--- src/rtl/srt_pkg.sv ---
`timescale 1ns/1ps
package srt_pkg;
  localparam int BYTE_W = 8;
  localparam int ADDR_W = 3;

  typedef enum logic [1:0] {
    SEL_SYS  = 2'b00,
    SEL_EXT  = 2'b01,
    SEL_RSVD = 2'b10,
    SEL_SLOW = 2'b11
  } tick_sel_e;

  localparam logic [ADDR_W-1:0] A_CTRL   = 3'd0;
  localparam logic [ADDR_W-1:0] A_CNT_LO = 3'd1;
  localparam logic [ADDR_W-1:0] A_CNT_HI = 3'd2;
  localparam logic [ADDR_W-1:0] A_RL_LO  = 3'd3;
  localparam logic [ADDR_W-1:0] A_RL_HI  = 3'd4;
endpackage

--- src/rtl/srt_edge.sv ---
`timescale 1ns/1ps
module srt_edge #(
  parameter bit FALLING = 1'b0
) (
  input  logic clk_i,
  input  logic rst_ni,
  input  logic d_i,
  output logic edge_o
);
  logic d_q, d_qq;

  always_ff @(posedge clk_i or negedge rst_ni) begin
    if (!rst_ni) begin
      d_q  <= 1'b0;
      d_qq <= 1'b0;
    end else begin
      d_q  <= d_i;
      d_qq <= d_q;
    end
  end

  generate
    if (FALLING) begin : g_fall
      assign edge_o = d_qq & ~d_q;
    end else begin : g_rise
      assign edge_o = d_q & ~d_qq;
    end
  endgenerate
endmodule

--- src/rtl/srt_prescale.sv ---
`timescale 1ns/1ps
module srt_prescale #(
  parameter int DIV = 8
) (
  input  logic clk_i,
  input  logic rst_ni,
  input  logic ev_i,
  output logic tick_o
);
  localparam int CW = (DIV > 1) ? $clog2(DIV) : 1;
  localparam logic [CW-1:0] LAST = CW'(DIV - 1);

  logic [CW-1:0] cnt_q;

  always_ff @(posedge clk_i or negedge rst_ni) begin
    if (!rst_ni) cnt_q <= '0;
    else if (ev_i) cnt_q <= (cnt_q == LAST) ? '0 : cnt_q + 1'b1;
  end

  assign tick_o = ev_i && (cnt_q == LAST);
endmodule

--- src/rtl/srt_counter.sv ---
`timescale 1ns/1ps
module srt_counter
  import srt_pkg::*;
(
  input  logic              clk_i,
  input  logic              rst_ni,
  input  logic              tick_i,
  input  logic              split_i,
  input  logic              run_i,
  input  logic              cap_i,
  input  logic              wr_cnt_lo_i,
  input  logic              wr_cnt_hi_i,
  input  logic              wr_rl_lo_i,
  input  logic              wr_rl_hi_i,
  input  logic [BYTE_W-1:0] wdata_i,
  output logic [BYTE_W-1:0] cnt_lo_o,
  output logic [BYTE_W-1:0] cnt_hi_o,
  output logic [BYTE_W-1:0] rl_lo_o,
  output logic [BYTE_W-1:0] rl_hi_o,
  output logic              ovf_lo_o,
  output logic              ovf_hi_o
);
  localparam logic [BYTE_W-1:0] ALL1 = {BYTE_W{1'b1}};

  logic [BYTE_W-1:0] cnt_lo_q, cnt_hi_q, rl_lo_q, rl_hi_q;
  logic [BYTE_W-1:0] nxt_lo, nxt_hi;
  logic lo_adv, hi_adv, lo_wrap, hi_wrap;

  always_comb begin
    lo_adv  = tick_i && (split_i || run_i);
    hi_adv  = tick_i && run_i && (split_i || cnt_lo_q == ALL1);
    lo_wrap = lo_adv && (cnt_lo_q == ALL1);
    hi_wrap = hi_adv && (cnt_hi_q == ALL1);

    nxt_lo = cnt_lo_q;
    if (lo_wrap)     nxt_lo = (split_i || hi_wrap) ? rl_lo_q : '0;
    else if (lo_adv) nxt_lo = cnt_lo_q + 1'b1;

    nxt_hi = cnt_hi_q;
    if (hi_wrap)     nxt_hi = rl_hi_q;
    else if (hi_adv) nxt_hi = cnt_hi_q + 1'b1;
  end

  // count: host write beats tick
  always_ff @(posedge clk_i or negedge rst_ni) begin
    if (!rst_ni) begin
      cnt_lo_q <= '0;
      cnt_hi_q <= '0;
    end else begin
      cnt_lo_q <= wr_cnt_lo_i ? wdata_i : nxt_lo;
      cnt_hi_q <= wr_cnt_hi_i ? wdata_i : nxt_hi;
    end
  end

  // reload: capture beats host write
  always_ff @(posedge clk_i or negedge rst_ni) begin
    if (!rst_ni) begin
      rl_lo_q <= '0;
      rl_hi_q <= '0;
    end else if (cap_i) begin
      rl_lo_q <= cnt_lo_q;
      rl_hi_q <= cnt_hi_q;
    end else begin
      if (wr_rl_lo_i) rl_lo_q <= wdata_i;
      if (wr_rl_hi_i) rl_hi_q <= wdata_i;
    end
  end

  assign cnt_lo_o = cnt_lo_q;
  assign cnt_hi_o = cnt_hi_q;
  assign rl_lo_o  = rl_lo_q;
  assign rl_hi_o  = rl_hi_q;
  assign ovf_lo_o = lo_wrap;
  assign ovf_hi_o = hi_wrap;
endmodule

--- src/rtl/split_reload_timer.sv ---
`timescale 1ns/1ps
module split_reload_timer
  import srt_pkg::*;
#(
  parameter int SYS_DIV  = 12,
  parameter int EXT_DIV  = 8,
  parameter int SLOW_DIV = 8
) (
  input  logic              clk_i,
  input  logic              rst_ni,
  input  logic              ext_clk_i,
  input  logic              slow_osc_i,
  input  logic              irq_en_i,
  input  logic              reg_we_i,
  input  logic [ADDR_W-1:0] reg_addr_i,
  input  logic [BYTE_W-1:0] reg_wdata_i,
  output logic [BYTE_W-1:0] reg_rdata_o,
  output logic              flag_hi_o,
  output logic              flag_lo_o,
  output logic              irq_o
);
  logic flag_hi_q, flag_lo_q, lo_ie_q, cap_en_q, split_q, run_q, cap_pulse_q;
  tick_sel_e sel_q;

  logic ext_rise, slow_rise, slow_fall;
  logic tick_sys, tick_ext, tick_slow, tick;
  logic cap;
  logic ovf_lo, ovf_hi;
  logic [BYTE_W-1:0] cnt_lo, cnt_hi, rl_lo, rl_hi;
  logic wr_ctrl;

  assign wr_ctrl = reg_we_i && (reg_addr_i == A_CTRL);

  srt_edge #(.FALLING(1'b0)) u_ext_rise (
    .clk_i(clk_i), .rst_ni(rst_ni), .d_i(ext_clk_i), .edge_o(ext_rise));
  srt_edge #(.FALLING(1'b0)) u_slow_rise (
    .clk_i(clk_i), .rst_ni(rst_ni), .d_i(slow_osc_i), .edge_o(slow_rise));
  srt_edge #(.FALLING(1'b1)) u_slow_fall (
    .clk_i(clk_i), .rst_ni(rst_ni), .d_i(slow_osc_i), .edge_o(slow_fall));

  srt_prescale #(.DIV(SYS_DIV)) u_pre_sys (
    .clk_i(clk_i), .rst_ni(rst_ni), .ev_i(1'b1), .tick_o(tick_sys));
  srt_prescale #(.DIV(EXT_DIV)) u_pre_ext (
    .clk_i(clk_i), .rst_ni(rst_ni), .ev_i(ext_rise), .tick_o(tick_ext));
  srt_prescale #(.DIV(SLOW_DIV)) u_pre_slow (
    .clk_i(clk_i), .rst_ni(rst_ni), .ev_i(slow_rise), .tick_o(tick_slow));

  always_comb begin
    unique case (sel_q)
      SEL_SYS:  tick = tick_sys;
      SEL_EXT:  tick = tick_ext;
      SEL_SLOW: tick = tick_slow;
      default:  tick = 1'b0;
    endcase
  end

  assign cap = cap_en_q && slow_fall;

  srt_counter u_cnt (
    .clk_i      (clk_i),
    .rst_ni     (rst_ni),
    .tick_i     (tick),
    .split_i    (split_q),
    .run_i      (run_q),
    .cap_i      (cap),
    .wr_cnt_lo_i(reg_we_i && reg_addr_i == A_CNT_LO),
    .wr_cnt_hi_i(reg_we_i && reg_addr_i == A_CNT_HI),
    .wr_rl_lo_i (reg_we_i && reg_addr_i == A_RL_LO),
    .wr_rl_hi_i (reg_we_i && reg_addr_i == A_RL_HI),
    .wdata_i    (reg_wdata_i),
    .cnt_lo_o   (cnt_lo),
    .cnt_hi_o   (cnt_hi),
    .rl_lo_o    (rl_lo),
    .rl_hi_o    (rl_hi),
    .ovf_lo_o   (ovf_lo),
    .ovf_hi_o   (ovf_hi)
  );

  always_ff @(posedge clk_i or negedge rst_ni) begin
    if (!rst_ni) begin
      flag_hi_q   <= 1'b0;
      flag_lo_q   <= 1'b0;
      lo_ie_q     <= 1'b0;
      cap_en_q    <= 1'b0;
      split_q     <= 1'b0;
      run_q       <= 1'b0;
      sel_q       <= SEL_SYS;
      cap_pulse_q <= 1'b0;
    end else begin
      // hardware set beats host clear
      flag_hi_q   <= ovf_hi | (wr_ctrl ? reg_wdata_i[7] : flag_hi_q);
      flag_lo_q   <= ovf_lo | (wr_ctrl ? reg_wdata_i[6] : flag_lo_q);
      cap_pulse_q <= cap;
      if (wr_ctrl) begin
        lo_ie_q  <= reg_wdata_i[5];
        cap_en_q <= reg_wdata_i[4];
        split_q  <= reg_wdata_i[3];
        run_q    <= reg_wdata_i[2];
        sel_q    <= tick_sel_e'(reg_wdata_i[1:0]);
      end
    end
  end

  always_comb begin
    unique case (reg_addr_i)
      A_CTRL:   reg_rdata_o = {flag_hi_q, flag_lo_q, lo_ie_q, cap_en_q,
                               split_q, run_q, sel_q};
      A_CNT_LO: reg_rdata_o = cnt_lo;
      A_CNT_HI: reg_rdata_o = cnt_hi;
      A_RL_LO:  reg_rdata_o = rl_lo;
      A_RL_HI:  reg_rdata_o = rl_hi;
      default:  reg_rdata_o = '0;
    endcase
  end

  assign flag_hi_o = flag_hi_q;
  assign flag_lo_o = flag_lo_q;
  assign irq_o     = irq_en_i && (flag_hi_q || (lo_ie_q && flag_lo_q) || cap_pulse_q);
endmodule

--- config.mk ---
export PLATFORM = sky130hd
export DESIGN_NAME = split_reload_timer
export DESIGN_NICKNAME = d
export VERILOG_FILES = /design/src/rtl/srt_pkg.sv /design/src/rtl/srt_edge.sv /design/src/rtl/srt_prescale.sv /design/src/rtl/srt_counter.sv /design/src/rtl/split_reload_timer.sv
export SDC_FILE = /design/constraint.sdc
export NUM_CORES = 1
export LEC_CHECK = 0
export BUFFER_PORTS_ARGS = -buffer_cell sky130_fd_sc_hd__buf_2
export CAP_MARGIN = 0
export CORE_MARGIN = 8
export CORE_UTILIZATION = 64
export CTS_BUF_LIST = sky130_fd_sc_hd__clkbuf_16
export DETAILED_ROUTE_END_ITERATION = 12
export HOLD_SLACK_MARGIN = 0.1
export PLACE_DENSITY = 0.85
export RECOVER_POWER = 100
export SLEW_MARGIN = 20
export SYNTH_ARGS = -nofsm -noshare
export SYNTH_HDL_FRONTEND = slang
export SYNTH_HIERARCHICAL = 1
export SYNTH_SLANG_ARGS = --single-unit
--- constraint.sdc ---
create_clock -name clk_i -period 6.1 [get_ports clk_i]
set_clock_uncertainty 0.2 [all_clocks]
set_input_delay 0.305 -clock clk_i [delete_from_list [all_inputs] [get_ports clk_i]]
set_output_delay 0.305 -clock clk_i [all_outputs]
set_load 0.005 [all_outputs]
Yosys cells after proc, flatten, opt, wreduce, memory -nomap -nowiden
Index checks and enable logic that the tools add are counted.
{ "totals": {"reg_bits": 55, "inputBits": 17, "out_inout_bits": 11, "wordCells": 87} }
{ "op_classes": {"bitwise": 8, "n_mux": 18, "eq_ne": 11, "n_addsub": 5, "n_reduce_logical": 26} }
{ "op_table": {"columns": ["cell", "count"], "rows": [
  ["two-way mux 8 bit", 11],
  ["case mux 8 bit (5 select lines)", 1],
  ["adder 8 x 1 -> 8 bit, second input constant", 2],
  ["equality test 8 bit, second input constant", 2],
  ["logical AND 1 bit", 15],
  ["equality test 3 bit, second input constant", 3],
  ["adder 3 x 1 -> 3 bit, second input constant", 2],
  ["equality test 3 x 2 -> 1 bit, second input constant", 2],
  ["two-way mux 3 bit", 2],
  ["nonzero test 3 bit", 2],
  ["logical OR 1 bit", 5],
  ["adder 4 x 1 -> 4 bit, second input constant", 1],
  ["equality test 4 bit, second input constant", 1],
  ["two-way mux 4 bit", 1],
  ["nonzero test 2 bit", 2],
  ["bitwise AND 1 bit", 3],
  ["equality test 3 x 1 -> 1 bit, second input constant", 1],
  ["zero test 3 bit", 1],
  ["inverter 1 bit", 3],
  ["case mux 1 bit (3 select lines)", 1],
  ["equality test 2 x 1 -> 1 bit, second input constant", 1],
  ["equality test 2 bit, second input constant", 1],
  ["zero test 2 bit", 1],
  ["two-way mux 1 bit", 2],
  ["bitwise OR 1 bit", 2]
]} }

Depth between registers and ports, before layout
{ "depth": {"depth_word": 11, "ltp_mapped": 11, "depth_no_buf": 10} }

Modules after synthesis
The synthesis kept the hierarchy.
{ "modules_own_cells": {"columns": ["module", "instances", "seq_area_each_um2", "area_per_inst_um2", "cells_each"], "rows": [
  ["srt_counter", 1, 800.8, 1861.8, 217],
  ["split_reload_timer", 1, 225.2, 762.0, 79],
  ["srt_prescale at u_pre_ext ...", 2, 75.1, 150.1, 12],
  ["srt_prescale at u_pre_sys", 1, 100.1, 210.2, 19],
  ["srt_edge", 3, 50.0, 63.8, 3]
]} }

Least setup slack after synthesis
No wires, ideal clock.
{ "synth_path": {"path_type": "reg2reg", "from": "register u_pre_slow.cnt_q[0]", "to": "register u_cnt.cnt_lo_q[7] (netlist: u_cnt/cnt_lo_o[7])", "stages_incl_launch_ff": 12, "setup_ns": 0.127, "period_less_slack_ns": 2.351, "slack_ns": 3.749, "path_buffers": 1, "required_time_ns": 5.773, "t_arrival_ns": 2.024, "cell_sequence": "dfrtp_1 > ha_1 > ha_1 > and2_2 > mux2_2 > a22o_1 > o21a_1 > clkbuf_1 > nand3_1 > nor3_1 > nor3_1 > a21oi_1"} }
{ "synth_between": {"elab_chain_cells": 10, "word_cells_on_any_way": 13, "cone_classes": "eq/ne (1); mux (4); reduce/logical (8)"} }
{ "synth_lines": {"columns": ["element", "line", "rtl"], "rows": [
  ["start: declaration", "srt_prescale.sv:13", "logic [CW-1:0] cnt_q;"],
  ["start signal: assignment", "srt_prescale.sv:17", "else if (ev_i) cnt_q <= (cnt_q == LAST) ? '0 : cnt_q + 1'b1;"],
  ["equality test 3 bit *", "srt_prescale.sv:20", "assign tick_o = ev_i && (cnt_q == LAST);"],
  ["logical AND 1 bit *", "srt_prescale.sv:20", null],
  ["net tick_slow", "split_reload_timer.sv:26", "logic tick_sys, tick_ext, tick_slow, tick;"],
  ["case mux 1 bit (3 select lines) *", "split_reload_timer.sv:49", "unique case (sel_q)"],
  ["net tick", "split_reload_timer.sv:26", null],
  ["logical AND 1 bit (2 in series)", "srt_counter.sv:31", "hi_adv = tick_i && run_i && (split_i || cnt_lo_q == ALL1);"],
  ["logical AND 1 bit", "srt_counter.sv:33", "hi_wrap = hi_adv && (cnt_hi_q == ALL1);"],
  ["logical OR 1 bit", "srt_counter.sv:36", "if (lo_wrap) nxt_lo = (split_i || hi_wrap) ? rl_lo_q : '0;"],
  ["two-way mux 8 bit (2 in series)", "srt_counter.sv:36", null],
  ["two-way mux 8 bit", "srt_counter.sv:50", "cnt_lo_q <= wr_cnt_lo_i ? wdata_i : nxt_lo;"],
  ["end signal: assignment", "srt_counter.sv:50", null],
  ["end: declaration", "srt_counter.sv:25", "logic [BYTE_W-1:0] cnt_lo_q, cnt_hi_q, rl_lo_q, rl_hi_q;"]
]} }
The timed path passes the listed nets; every way through them passes the cells marked *.
A chain may end at the register's enable or synchronous reset.

==> metrics.yaml <==
grt_pass1_wl_um: 13900
setup_tns_ns: 0
fp.dieArea_um2: 7760
register_area_um2: 1430
holdPathStages: 3
final_common_cell: "dfrtp_1"
worst_pin_slew_ns: 3.06
max_slew_margin_pct: -104
slew_violations: 103
final_nets: 403
path_class: "input port to async pin"
grtUsageTotal_pct: 23.7
place_congestion: 0.908
synth_edf_count: 0
period_needed_ns: 3.56
antenna_found_initial: 0
die_h_um: 88.1
cts_root_buf: "clkbuf_16"
vias_per_cell: 6.54
overflow: 0
dr.first_iter.drc_count: 259
holdCritPathClass: "input port to flip-flop"
post_synth_num_cell_types: 58
synth_area_per_cell_um2: 9.56
met1_usage_pct: 29.0
yosysWarnings: 6
crit_buf_inv: 3
p_comb_share_pct: 25.3
holdWs_ns: 0.109
pwr-share-clk_pct: 30.7
pwr_density_cell_nw_per_um2: 403
cts_resized: 0
antenna_left: 0
hold_viol: 0
ctsHoldBuffers: 7
cp_slowest_cell: "clkbuf_1"
start_util_pct: 65.5
arrival_ns: 3.11
reg2reg_depth: 10
pwr-share-seq_pct: 44.0
swShare_pct: 34.4
mostFrequentLayoutCells: "dfrtp_1, nand2_1, o21ai_0, nor2_1"
area_growth_pct: 13.8
max_freq_mhz: 281
drcViolationCount: 0
use_met2_pct: 38.5
synth-async-reset-ratio_pct: 100
vias: 2961
grt_pass1_vias: 2857
insertion_delay_ns: 0.33
crit_path_end_kind: "async pin"
ctsLongestPathBuffers: 2
io_pins: 28
critical-path-top-delay-family: "buffers and inverters"
crit_chain: "dlygate4sd3_1 -> buf_2 -> clkbuf_1"
core_area_um2: 5070
routed_wl_um: 8570
synthesis.area_um2: 3330
dr.pass1.iters: 5
core.rowCount: 26
stdcell_count: 453
crit_required_ns: 5.65
p_leak_nw: 1.57
intPower_w: 0.00100
violations: "max-capacitance violations, max-slew violations"
drive_above_1_share_pct: 14.4
fin_crit_sh_pct: 58.3
multiInputGateArea_um2: 1780
setup_viol: 0
max_stage_delay_ns: 2.14
outcome: "finished with violations"
io_buffers: 27
fillCellCount: 372
path_clk_slew_ns: 0.05
crit_fanout: 57
place_ws_ns: 3.52
grt_max_degree: 58
diodes: 0
cts_max_level: 3
cts_tree: "built"
ys_ff_latch: 57
cts_buffers: 9
synth_ff_type: "dfrtp_1"
die_width_um: 88.1
ir_drop_mv: 0.216
timing.final.ws_setup_ns: 2.54
start_kind: "input port"
met3_usage_pct: 5.63
p_total_w: 0.00153
placed_cells: 431
grt_most_used_layer: "met2"
dp_hpwl_um: 5740
postCtsSetupRepairBufs: 0
path_depth: 3
cap_violations: 3
wl_per_cell_um: 18.9
power_switching_w: 0.000525
ys_seq_area_share_pct: 42.9
cts.sinks: 57
synthCells: 348
rsz0062_at_grt: "false"
[power by group through the flow]
| stage | combinational, W | clock [W] | sequential, W |
|---|---|---|---|
| after global placement | 0.000350 | 0 | 0.000659 |
| final | 0.000386 | 0.000469 | 0.000671 |
| after floorplan | 0.000301 | 0 | 0.000599 |
| after global routing | 0.000431 | 0.000492 | 0.000686 |
| after CTS | 0.000389 | 0.000476 | 0.000663 |
| after detailed placement | 0.000373 | 0 | 0.000666 |
[path summary, 6_finish.rpt]
| path | start | end | slack, ns |
|---|---|---|---|
| setup / recovery | rst_ni | u_slow_fall/d_qq | 2.54 |
| hold / removal | reg_wdata_i[4] | u_cnt/cnt_hi_o[4] | 0.11 |
| setup reg to reg | u_pre_slow/cnt_q[0] | u_cnt/cnt_lo_o[6] | 3.12 |
| hold reg to reg | u_slow_rise/d_q | u_slow_rise/d_qq | 0.19 |
| max in group clk_i | u_pre_slow/cnt_q[0] | u_cnt/cnt_lo_o[6] | 3.12 |
| min in group asynchronous | rst_ni | u_ext_rise/d_q | 1.41 |
[registers in the layout, indices dropped and copies added, names as in the netlist, 2 cells and up]
signal	cells
u_cnt/cnt_lo_o	8
u_pre_slow/cnt_q	3
u_cnt/rl_hi_o	8
u_cnt/rl_lo_o	8
u_cnt/cnt_hi_o	8
u_pre_sys/cnt_q	4
u_pre_ext/cnt_q	3
sel_q	2
[logic make-up after synthesis]
kind of cell               Yosys count  synth area share, %
buffers and inverters               25                 3.31
AOI/OAI and AO/OA                   94                 18.2
xor gates and xnor gates             4                 1.05
muxes                               42                 13.6
other                                1                0.113
and+or+nand+nor                    118                 18.2
DFF                                 57                 42.9
adders and majority gates            7                 2.63
[layout make-up]
cell class,count,area share (%)
Clock buffer,9,5.95
Clock inverter,6,1.35
Timing Repair Buffer,35,5.09
Inverter,5,0.496
Tap cell,70,2.31
Sequential cell,57,37.7
Multi-Input combinational cell,271,47.1
[metrics by stage]
| step | instance area (µm²) | utilization [%] |
|---|---|---|
| final | 3790 | 74.6 |
| after global routing | 3790 | 74.6 |
| after CTS | 3830 | 75.5 |
| after detailed placement | 3480 | 68.6 |
| after global placement | 3480 | 68.6 |
| after floorplan | 3340 | - |
[worst register-to-register path: stages, from the launching register on]
cell	delay, ns
dfrtp_1	0.37
ha_1	0.17
ha_1	0.19
and2_2	0.15
mux2_2	0.15
a22o_1	0.19
o21a_1	0.35
nand3_1	0.21
nor2_1	0.52
nand2_1	0.14
a31oi_1	0.25
[cells in the mapped netlist (all sizes together), types with 2 or more instances]
cell | instances | area share [%]
nor3 | 2 | 0.30
nand4 | 2 | 0.38
nand2b | 2 | 0.38
nor2b | 12 | 2.9
nand2 | 47 | 5.3
and3 | 6 | 1.1
and2 | 3 | 0.64
a21oi | 13 | 2.1
dfrtp | 57 | 43
a22o | 2 | 0.56
mux2 | 22 | 7.6
or3 | 2 | 0.38
xnor2 | 2 | 0.53
a22oi | 9 | 2.0
nand3b | 3 | 0.68
a32oi | 6 | 1.6
inv | 5 | 0.56
o31ai | 2 | 0.45
nand3 | 9 | 1.4
ha | 7 | 2.6
a31oi | 11 | 2.1
clkbuf | 14 | 1.6
o21ai | 33 | 5.0
a211o | 2 | 0.53
mux2i | 20 | 6.0
o22ai | 2 | 0.38
xor2 | 2 | 0.53
and4 | 2 | 0.60
buf | 6 | 1.1
o211ai | 3 | 0.68
nor2 | 24 | 2.9
o21a | 2 | 0.45
[metal layers]
metal	vias up	share of wire (%)
met5	-	0
met4	0	2.9
met3	27	7.9
met2	167	48
met1	1441	41
li1	1326	-
No activity file was read; power rests on OpenSTA's default activity.
